--- src/rtl/acc_exec_pkg.sv ---
package acc_exec_pkg;

  typedef enum logic [3:0] {
    FN_ADD, FN_SUB, FN_MUL, FN_AND, FN_OR, FN_XOR, FN_NOT, FN_SHL, FN_SHR
  } alu_fn_e;

  typedef enum logic [1:0] {
    SEL_X, SEL_Y, SEL_IMM, SEL_ONE
  } opnd_sel_e;

  typedef struct packed {
    logic      legal;
    alu_fn_e   fn;
    opnd_sel_e sel_a;
    opnd_sel_e sel_b;
    logic      to_x;
  } dec_t;

  localparam logic [7:0] OPC_ADD_RR = 8'h14;
  localparam logic [7:0] OPC_ADD_LR = 8'h3F;
  localparam logic [7:0] OPC_SUB_RR = 8'h1F;
  localparam logic [7:0] OPC_SUB_RL = 8'h16;
  localparam logic [7:0] OPC_SUB_LR = 8'h1E;
  localparam logic [7:0] OPC_MUL_RR = 8'h21;
  localparam logic [7:0] OPC_MUL_LR = 8'h20;
  localparam logic [7:0] OPC_DEC    = 8'h36;
  localparam logic [7:0] OPC_INC    = 8'h35;
  localparam logic [7:0] OPC_AND_RR = 8'h2E;
  localparam logic [7:0] OPC_AND_RL = 8'h2F;
  localparam logic [7:0] OPC_OR_RR  = 8'h31;
  localparam logic [7:0] OPC_OR_RL  = 8'h30;
  localparam logic [7:0] OPC_XOR_RR = 8'h33;
  localparam logic [7:0] OPC_XOR_RL = 8'h32;
  localparam logic [7:0] OPC_NOT    = 8'h34;
  localparam logic [7:0] OPC_SHL_RR = 8'h27;
  localparam logic [7:0] OPC_SHL_RL = 8'h26;
  localparam logic [7:0] OPC_SHR_RR = 8'h2B;
  localparam logic [7:0] OPC_SHR_RL = 8'h2A;

endpackage

--- src/rtl/acc_exec_decode.sv ---
module acc_exec_decode
  import acc_exec_pkg::*;
(
  input  logic [7:0] opcode_i,
  output dec_t       dec_o
);

  function automatic dec_t mk(alu_fn_e fn, opnd_sel_e a, opnd_sel_e b, logic to_x);
    dec_t d;
    d.legal = 1'b1;
    d.fn    = fn;
    d.sel_a = a;
    d.sel_b = b;
    d.to_x  = to_x;
    return d;
  endfunction

  always_comb begin
    dec_o = '{legal: 1'b0, fn: FN_ADD, sel_a: SEL_X, sel_b: SEL_Y, to_x: 1'b0};
    case (opcode_i)
      OPC_ADD_RR: dec_o = mk(FN_ADD, SEL_X,   SEL_Y,   1'b0);
      OPC_ADD_LR: dec_o = mk(FN_ADD, SEL_IMM, SEL_X,   1'b0);
      OPC_SUB_RR: dec_o = mk(FN_SUB, SEL_X,   SEL_Y,   1'b0);
      OPC_SUB_RL: dec_o = mk(FN_SUB, SEL_X,   SEL_IMM, 1'b0);
      OPC_SUB_LR: dec_o = mk(FN_SUB, SEL_IMM, SEL_X,   1'b0);
      OPC_MUL_RR: dec_o = mk(FN_MUL, SEL_X,   SEL_Y,   1'b0);
      OPC_MUL_LR: dec_o = mk(FN_MUL, SEL_IMM, SEL_X,   1'b0);
      OPC_DEC:    dec_o = mk(FN_SUB, SEL_X,   SEL_ONE, 1'b1);
      OPC_INC:    dec_o = mk(FN_ADD, SEL_X,   SEL_ONE, 1'b0);
      OPC_AND_RR: dec_o = mk(FN_AND, SEL_X,   SEL_Y,   1'b0);
      OPC_AND_RL: dec_o = mk(FN_AND, SEL_X,   SEL_IMM, 1'b0);
      OPC_OR_RR:  dec_o = mk(FN_OR,  SEL_X,   SEL_Y,   1'b0);
      OPC_OR_RL:  dec_o = mk(FN_OR,  SEL_X,   SEL_IMM, 1'b0);
      OPC_XOR_RR: dec_o = mk(FN_XOR, SEL_X,   SEL_Y,   1'b0);
      OPC_XOR_RL: dec_o = mk(FN_XOR, SEL_X,   SEL_IMM, 1'b0);
      OPC_NOT:    dec_o = mk(FN_NOT, SEL_X,   SEL_Y,   1'b0);
      OPC_SHL_RR: dec_o = mk(FN_SHL, SEL_X,   SEL_Y,   1'b1);
      OPC_SHL_RL: dec_o = mk(FN_SHL, SEL_X,   SEL_IMM, 1'b1);
      OPC_SHR_RR: dec_o = mk(FN_SHR, SEL_X,   SEL_Y,   1'b1);
      OPC_SHR_RL: dec_o = mk(FN_SHR, SEL_X,   SEL_IMM, 1'b1);
      default: ;
    endcase
  end

endmodule

--- src/rtl/acc_exec_alu.sv ---
module acc_exec_alu
  import acc_exec_pkg::*;
#(
  parameter int DATA_W = 16
) (
  input  alu_fn_e           fn_i,
  input  logic [DATA_W-1:0] a_i,
  input  logic [DATA_W-1:0] b_i,
  output logic [DATA_W-1:0] y_o
);

  localparam int SH_W = $clog2(DATA_W);
  localparam logic [DATA_W-1:0] SH_LIM = DATA_W[DATA_W-1:0];

  logic [2*DATA_W-1:0] prod;
  logic                too_far;
  logic [SH_W-1:0]     amt;

  assign prod    = {{DATA_W{1'b0}}, a_i} * {{DATA_W{1'b0}}, b_i};
  assign too_far = (b_i >= SH_LIM);
  assign amt     = b_i[SH_W-1:0];

  always_comb begin
    case (fn_i)
      FN_ADD:  y_o = a_i + b_i;
      FN_SUB:  y_o = a_i - b_i;
      FN_MUL:  y_o = prod[DATA_W-1:0];
      FN_AND:  y_o = a_i & b_i;
      FN_OR:   y_o = a_i | b_i;
      FN_XOR:  y_o = a_i ^ b_i;
      FN_NOT:  y_o = ~a_i;
      FN_SHL:  y_o = too_far ? '0 : (a_i << amt);
      FN_SHR:  y_o = too_far ? '0 : (a_i >> amt);
      default: y_o = '0;
    endcase
  end

endmodule

--- src/rtl/acc_exec_regs.sv ---
module acc_exec_regs #(
  parameter int DATA_W = 16,
  parameter int NREG   = 8,
  parameter int IDX_W  = 3,
  parameter int DST_W  = 4
) (
  input  logic              clk,
  input  logic              rst,
  input  logic [IDX_W-1:0]  xa_i,
  input  logic [IDX_W-1:0]  ya_i,
  output logic [DATA_W-1:0] xd_o,
  output logic [DATA_W-1:0] yd_o,
  input  logic              wb_en_i,
  input  logic [DST_W-1:0]  wb_idx_i,
  input  logic [DATA_W-1:0] wb_data_i,
  input  logic              ld_en_i,
  input  logic [DST_W-1:0]  ld_idx_i,
  input  logic [DATA_W-1:0] ld_data_i,
  input  logic [DST_W-1:0]  rd_idx_i,
  output logic [DATA_W-1:0] rd_data_o
);

  localparam int ENTRIES = NREG + 1;

  logic [DATA_W-1:0] mem [ENTRIES];

  assign xd_o = mem[xa_i];
  assign yd_o = mem[ya_i];

  always_ff @(posedge clk) begin
    if (rst) begin
      for (int i = 0; i < ENTRIES; i++) mem[i] <= '0;
      rd_data_o <= '0;
    end else begin
      if (ld_en_i && (int'(ld_idx_i) < ENTRIES)) mem[ld_idx_i] <= ld_data_i;
      if (wb_en_i && (int'(wb_idx_i) < ENTRIES)) mem[wb_idx_i] <= wb_data_i;
      rd_data_o <= (int'(rd_idx_i) < ENTRIES) ? mem[rd_idx_i] : '0;
    end
  end

endmodule

--- src/rtl/acc_exec_unit.sv ---
module acc_exec_unit
  import acc_exec_pkg::*;
#(
  parameter int DATA_W = 16,
  parameter int NREG   = 8,
  parameter int IDX_W  = $clog2(NREG),
  parameter int DST_W  = IDX_W + 1
) (
  input  logic              clk,
  input  logic              rst,
  input  logic              op_valid_i,
  input  logic [7:0]        opcode_i,
  input  logic [IDX_W-1:0]  x_idx_i,
  input  logic [IDX_W-1:0]  y_idx_i,
  input  logic [DATA_W-1:0] imm_i,
  input  logic              ld_en_i,
  input  logic [DST_W-1:0]  ld_idx_i,
  input  logic [DATA_W-1:0] ld_data_i,
  input  logic [DST_W-1:0]  rd_idx_i,
  output logic [DATA_W-1:0] rd_data_o,
  output logic              res_valid_o,
  output logic [DATA_W-1:0] res_data_o,
  output logic [DST_W-1:0]  res_dst_o,
  output logic              illegal_o
);

  localparam logic [DST_W-1:0] ACC_IDX = NREG[DST_W-1:0];

  dec_t              dec;
  logic [DATA_W-1:0] xv, yv, opa, opb, alu_y;
  logic [DST_W-1:0]  dst;
  logic              wb_en;

  acc_exec_decode u_dec (
    .opcode_i (opcode_i),
    .dec_o    (dec)
  );

  acc_exec_regs #(
    .DATA_W (DATA_W), .NREG (NREG), .IDX_W (IDX_W), .DST_W (DST_W)
  ) u_regs (
    .clk       (clk),
    .rst       (rst),
    .xa_i      (x_idx_i),
    .ya_i      (y_idx_i),
    .xd_o      (xv),
    .yd_o      (yv),
    .wb_en_i   (wb_en),
    .wb_idx_i  (dst),
    .wb_data_i (alu_y),
    .ld_en_i   (ld_en_i),
    .ld_idx_i  (ld_idx_i),
    .ld_data_i (ld_data_i),
    .rd_idx_i  (rd_idx_i),
    .rd_data_o (rd_data_o)
  );

  function automatic logic [DATA_W-1:0] pick(opnd_sel_e s, logic [DATA_W-1:0] x,
                                             logic [DATA_W-1:0] y, logic [DATA_W-1:0] k);
    case (s)
      SEL_X:   return x;
      SEL_Y:   return y;
      SEL_IMM: return k;
      default: return {{(DATA_W-1){1'b0}}, 1'b1};
    endcase
  endfunction

  always_comb begin
    opa = pick(dec.sel_a, xv, yv, imm_i);
    opb = pick(dec.sel_b, xv, yv, imm_i);
  end

  acc_exec_alu #(.DATA_W (DATA_W)) u_alu (
    .fn_i (dec.fn),
    .a_i  (opa),
    .b_i  (opb),
    .y_o  (alu_y)
  );

  assign dst   = dec.to_x ? {1'b0, x_idx_i} : ACC_IDX;
  assign wb_en = op_valid_i && dec.legal;

  always_ff @(posedge clk) begin
    if (rst) begin
      res_valid_o <= 1'b0;
      illegal_o   <= 1'b0;
      res_data_o  <= '0;
      res_dst_o   <= '0;
    end else begin
      res_valid_o <= wb_en;
      illegal_o   <= op_valid_i && !dec.legal;
      if (wb_en) begin
        res_data_o <= alu_y;
        res_dst_o  <= dst;
      end
    end
  end

endmodule

--- config.mk ---
export PLATFORM = sky130hd
export DESIGN_NAME = acc_exec_unit
export DESIGN_NICKNAME = d
export VERILOG_FILES = /design/src/rtl/acc_exec_pkg.sv /design/src/rtl/acc_exec_decode.sv /design/src/rtl/acc_exec_alu.sv /design/src/rtl/acc_exec_regs.sv /design/src/rtl/acc_exec_unit.sv
export SDC_FILE = /design/constraint.sdc
export NUM_CORES = 1
export LEC_CHECK = 0
export BUFFER_PORTS_ARGS = -buffer_cell sky130_fd_sc_hd__buf_4
export CORE_ASPECT_RATIO = 1.75
export CORE_MARGIN = 2
export CORE_UTILIZATION = 40
export DETAILED_ROUTE_END_ITERATION = 6
export MAX_ROUTING_LAYER = met4
export PLACE_DENSITY_LB_ADDON = 0.15
export SLEW_MARGIN = 20
export SYNTH_ARGS = -nofsm -noshare
export SYNTH_HDL_FRONTEND = slang
export SYNTH_SLANG_ARGS = --single-unit
export TNS_END_PERCENT = 100
--- constraint.sdc ---
create_clock -name clk -period 11.18 [get_ports clk]
set_clock_uncertainty 0.15 [all_clocks]
set_input_delay 1.677 -clock clk [delete_from_list [all_inputs] [get_ports clk]]
set_output_delay 1.677 -clock clk [all_outputs]
set_load 0.005 [all_outputs]
---- Word-level counts from Yosys, hierarchy flattened ----
Memories as Yosys holds them, arrays and structs flattened. A register that Yosys moved wholly into a read port is not among the register bits.
Index checks and enable logic that the tools add are counted.
cells by class
  add/subtract/negate cells ............... 2
  $mul .................................... 1
  order comparisons ....................... 4
  equality and inequality tests ........... 32
  shifts and indexed selects .............. 2
  mux-type cells .......................... 21
  bitwise gates (word level) .............. 5
  reductions and logical operators ........ 11
operators by type and width
  cell                 number
  $pmux 10 s20         1
  $pmux 16 s9          1
  $eq 8x6->1 const B   16
  $pmux 16 s3          2
  $mux 16              4
  $eq 8x5->1 const B   4
  $reduce_or 16->1     2
  $add 16x16->16       1
  $and 16x16->16       1
  $eq 4x3->1 const B   4
  $ge 16x5->1 const B  1
  $mul 16x16->16       1
  $not 16->16          1
  $or 16x16->16        1
  $shl 16x4->16        1
  $shr 16x4->16        1
  $sub 16x16->16       1
  $xor 16x16->16       1
  $lt 4x4->1 const B   3
  $mux 4               3
  $mux 1               10
  $eq 4x2->1 const B   2
  $eq 2x1->1 const B   2
  $eq 2x2->1 const B   2
  other kinds (8)      12
storage, ports and cells
  register bits after elaboration ......... 22
  memory bits (writable) .................. 144
  bits of input ports ..................... 58
  output and inout bits ................... 38
  word-level logic and storage cells ...... 83
  memories ................................ 1
memory list
  name        words  bits a word  read ports  clocked after Yosys merged registers in  write ports  RTL line             source
  u_regs.mem  9      16           3           1                                        9            acc_exec_regs.sv:25  logic [DATA_W-1:0] mem [ENTRIES];

---- Longest topological paths before layout ----
  word-level depth ........................ 10
  depth in mapped cells ................... 39
  depth with buffers taken out ............ 32

---- By module ----
From an unflattened synthesis, not the netlist that was laid out.
second synthesis, totals
  cells, all modules ...................... 1911
  area, all modules ....................... 19373.6 µm²
modules (own cells, without submodules)
  module           instances  cells each  area each (µm²)
  acc_exec_regs    1          682         9887.0
  acc_exec_alu     1          973         7213.2
  acc_exec_unit    1          177         1779.2
  acc_exec_decode  1          79          494.2

---- Least setup slack after synthesis ----
No wires, ideal clock.
  path kind ............................... input -> register
  start point ............................. in y_idx_i[0]
  end point ............................... mem u_regs.mem[4][15], data pin
  library setup time ...................... 0.274 ns
  arrival ................................. 9.422 ns
  path slack .............................. 1.334 ns
  stages on the path ...................... 30
  path buffers ............................ 7
  path through ............................ buf_2 > buf_2 > buf_4 > buf_4 > mux4_2 > mux2i_1 > o22a_1 > clkbuf_1 > buf_1 > clkbuf_1 > nor2_1 > fa_1 > inv_1 > fa_1 > inv_1 > fa_1 > fa_1 > inv_1 > fa_1 > fa_1 > xor2_1 > xnor2_1 > xnor2_1 > xnor2_1 > xnor3_1 > xnor3_1 > xnor3_1 > xor2_1 > a211oi_2 > o21ai_0
RTL lines
  what         RTL line             source
  from (decl)  acc_exec_unit.sv:14  input logic [IDX_W-1:0] y_idx_i,
  to (decl)    acc_exec_regs.sv:25

==> impl_results.md <==
- Hold Path Class: reg -> reg
- Num rows: 103
- Post-DP HPWL: around 59 mm
- Post-CTS Setup Bufs: 0
- Min Tclk post-route: 10.29 ns
- Grt total ovfl: 0
- Final core utilization: 0.449
- Final Setup Violations: 0
- Leak pwr: roughly 0.008 µW
- Sequential element share of the synthesized area: 0.278
- YS warnings: 0
- TritonCTS clock tree: done
- WL per Instance: 30.0 µm
- VDD IR max: 0.136 mV
- Power share of the clock group: 0.191
- Clk_lat worst skew: approximately 0.44 ns
- Fin area: 0.0203 mm²
- Filler cell count: between 4000 and 5000
- Final Max Slew Viols: 0
- Max Cap Viol: 0
- Vias in the first global route: 17200
- Die area: 0.0475 mm²
- Maximum clock frequency: 97.2 MHz
- M3 GR Usage: 0.0438
- Nets@finish: 2237
- Layout area overhead: 10.9%
- Largest net degree at the start of global routing: 45
- Finished Layout Cells: ~2600
- Syn Inst Count: 1971
- Antenna violations before repair: 0
- Syn_area_per_cell: 9.27 µm²
- Max clock buf depth: 2
- Slew margin rel.: 0.159
- Pre-CTS setup slack: 0.602 ns
- Crit-path slowest cell: a211oi_2
- CTS H-tree lvls: 4
- Crit-path max FO: 33
- Logic pwr share: 0.554
- Layout cells sized above 1: 0.181
- DP Area: 0.0197 mm²
- Library cells used by synthesis: 90
- Core Footprint: approximately 0.045 mm²
- Mapped Nets: around 2200
- Leading cell types in the layout, fill and taps excluded: 189 x o21ai_0, 179 x nor2_1, 167 x nand3_1
- Num ports: 96
- Commonest non-fill, non-tap cell in the layout: o21ai_0
- Cells after DPL: 2558
- Least-Margin Pin Slew: approximately 1.2 ns
- EDFF count, synth: 144
- Mapped cell area: between 0.015 and 0.02 mm²
- CP Launch Type: primary input
- Overall Global Routing Usage: 0.342
- Port Buffers: 95
- RSZ-0062 raised after global routing: false
- Clock Sink Count: 182
- GR peak layer: met2
- First-pass GRT wire length: ~110 mm
- Setup TNS: 0 ns
- M2 GR Usage: 0.599
- Ys flop type: edfxtp_1
- Total Wirelength: 77.7 mm
- Die width: ~170 µm
- Final worst-path cycle share: 0.920
- Setup slack after layout: 0.891 ns
- CTS clk-pin slew, worst paths: 0.07 ns
- GP Congestion: 1.01
- Gates resized, CTS repair: 0
- DIE HEIGHT: 287 µm
- Routed via count: 16600
- Global Route met1 Usage: 0.334
- Hold-fix buffers, CTS: 0
- Async SR Flop Fraction: 0
- N_diodes: 0
- Required time worst endpoint: 11.20 ns
- Initial DRC count: approximately 1700
- Hold Vio Cnt, Final: 0
- Crit. End Element: flop
- CP max stage delay: 0.70 ns
- # DRC: 0
- Number of vias per cell: ~6.4
- Status: completed
- Initial Utilization: 0.405
- CTS Buf Count: 17
- Switching power share of the total: 0.444
- Most used cell, CP: inv_1
- Pre-Repair DR Iteration Count: 6
- Arrival time worst endpoint: 10.31 ns
- Cell Pwr Density: 151 mW/mm²
- Critical path class: in -> reg
- Internal: 1690 µW
- Switch Pwr: 1350 µW
- FF+latch count, synth: 182
- Post-route ant nets: 0
- Root Driver: clkbuf_16
- Flop pwr share: 0.254
-- metal layers --
layer | vias to the layer above | share of wire
li1 | 7236 | -
met1 | 8085 | 0.32
met2 | 904 | 0.52
met3 | 340 | 0.062
met4 | 0 | 0.099
met5 | - | 0
-- power by group through the flow --
| stage | clock (µW) | combinational, µW | sequential, µW |
|---|---|---|---|
| finish | 583 | 1690 | 776 |
| global route | 613 | 1820 | 778 |
| CTS | 588 | 1680 | 775 |
| detailed placement | 0 | 1670 | 790 |
| global placement | 0 | 1660 | 788 |
| floorplan | 0 | 1070 | 783 |
-- area by class of cell --
| class | count | area, µm² | share of cell area |
|---|---|---|---|
| clock inverters | 10 | 96.3 | 0.00476 |
| multi-input cells | 1465 | 12000 | 0.593 |
| inverters | 168 | 631 | 0.0311 |
| clock buffers | 22 | 464 | 0.0229 |
| well taps | 577 | 722 | 0.0356 |
| flip-flops and latches | 182 | 5080 | 0.251 |
| repair buffers | 166 | 1250 | 0.0615 |
-- stage by stage --
step,power [µW],hold slack (ns)
floorplan,1850,0.328
global placement,2450,0.332
detailed placement,2460,0.347
CTS,3050,0.357
global route,3210,0.393
finish,3050,0.358
-- critical path: cells and delay by family --
family | cells | cell delay, ns
XOR/XNOR | 1 | 0.27
adder cells (fa/ha/maj) | 7 | 2.67
AND/OR/NAND/NOR | 3 | 1.03
multiplexers | 1 | 0.53
buffers and inverters | 9 | 1.15
AO/OA/AOI/OAI | 10 | 2.94
-- sequential cells by signal, indices dropped and copies added, names as in the netlist --
name and flops:
res_dst_o 4, res_data_o 16, u_regs.rd_data_o 16, u_regs.mem 144
illegal_o 1, res_valid_o 1
-- synthesized netlist by cell type (all sizes together), types with 9 or more instances --
library cell	number	area share
nand2	128	0.026
xnor2	50	0.024
a21oi	76	0.021
a2111oi	18	0.0090
a21boi	10	0.0043
inv	167	0.034
mux2	33	0.020
o21ai	212	0.059
mux2i	48	0.026
xor2	9	0.0043
ha	98	0.067
a22oi	16	0.0066
mux4	81	0.10
o211ai	10	0.0044
dfxtp	38	0.042
nand3	167	0.046
edfxtp	144	0.24
nor2	186	0.039
fa	81	0.089
a221oi	9	0.0053
buf	38	0.011
nor3	33	0.0093
a211oi	42	0.018
clkbuf	118	0.024
-- final timing paths --
kind,from,to,slack (ns),cells after the start
worst min-delay path,res_data_o[6],res_data_o[6],0.36,2
worst min register to register,res_data_o[6],res_data_o[6],0.36,2
worst max-delay path,opcode_i[7],u_regs.mem[8][15],0.89,31
worst max register to register,u_regs.mem[3][1],u_regs.mem[8][15],2.54,24
-- logic make-up after synthesis --
group | Yosys count | synth area share
fa+ha+maj | 179 | 0.156
simple gates | 582 | 0.148
flops | 182 | 0.278
buf+inv | 324 | 0.0695
compound gates | 479 | 0.169
mux | 162 | 0.146
xor+xnor | 63 | 0.0332
No activity file was read; power rests on OpenSTA's default activity.
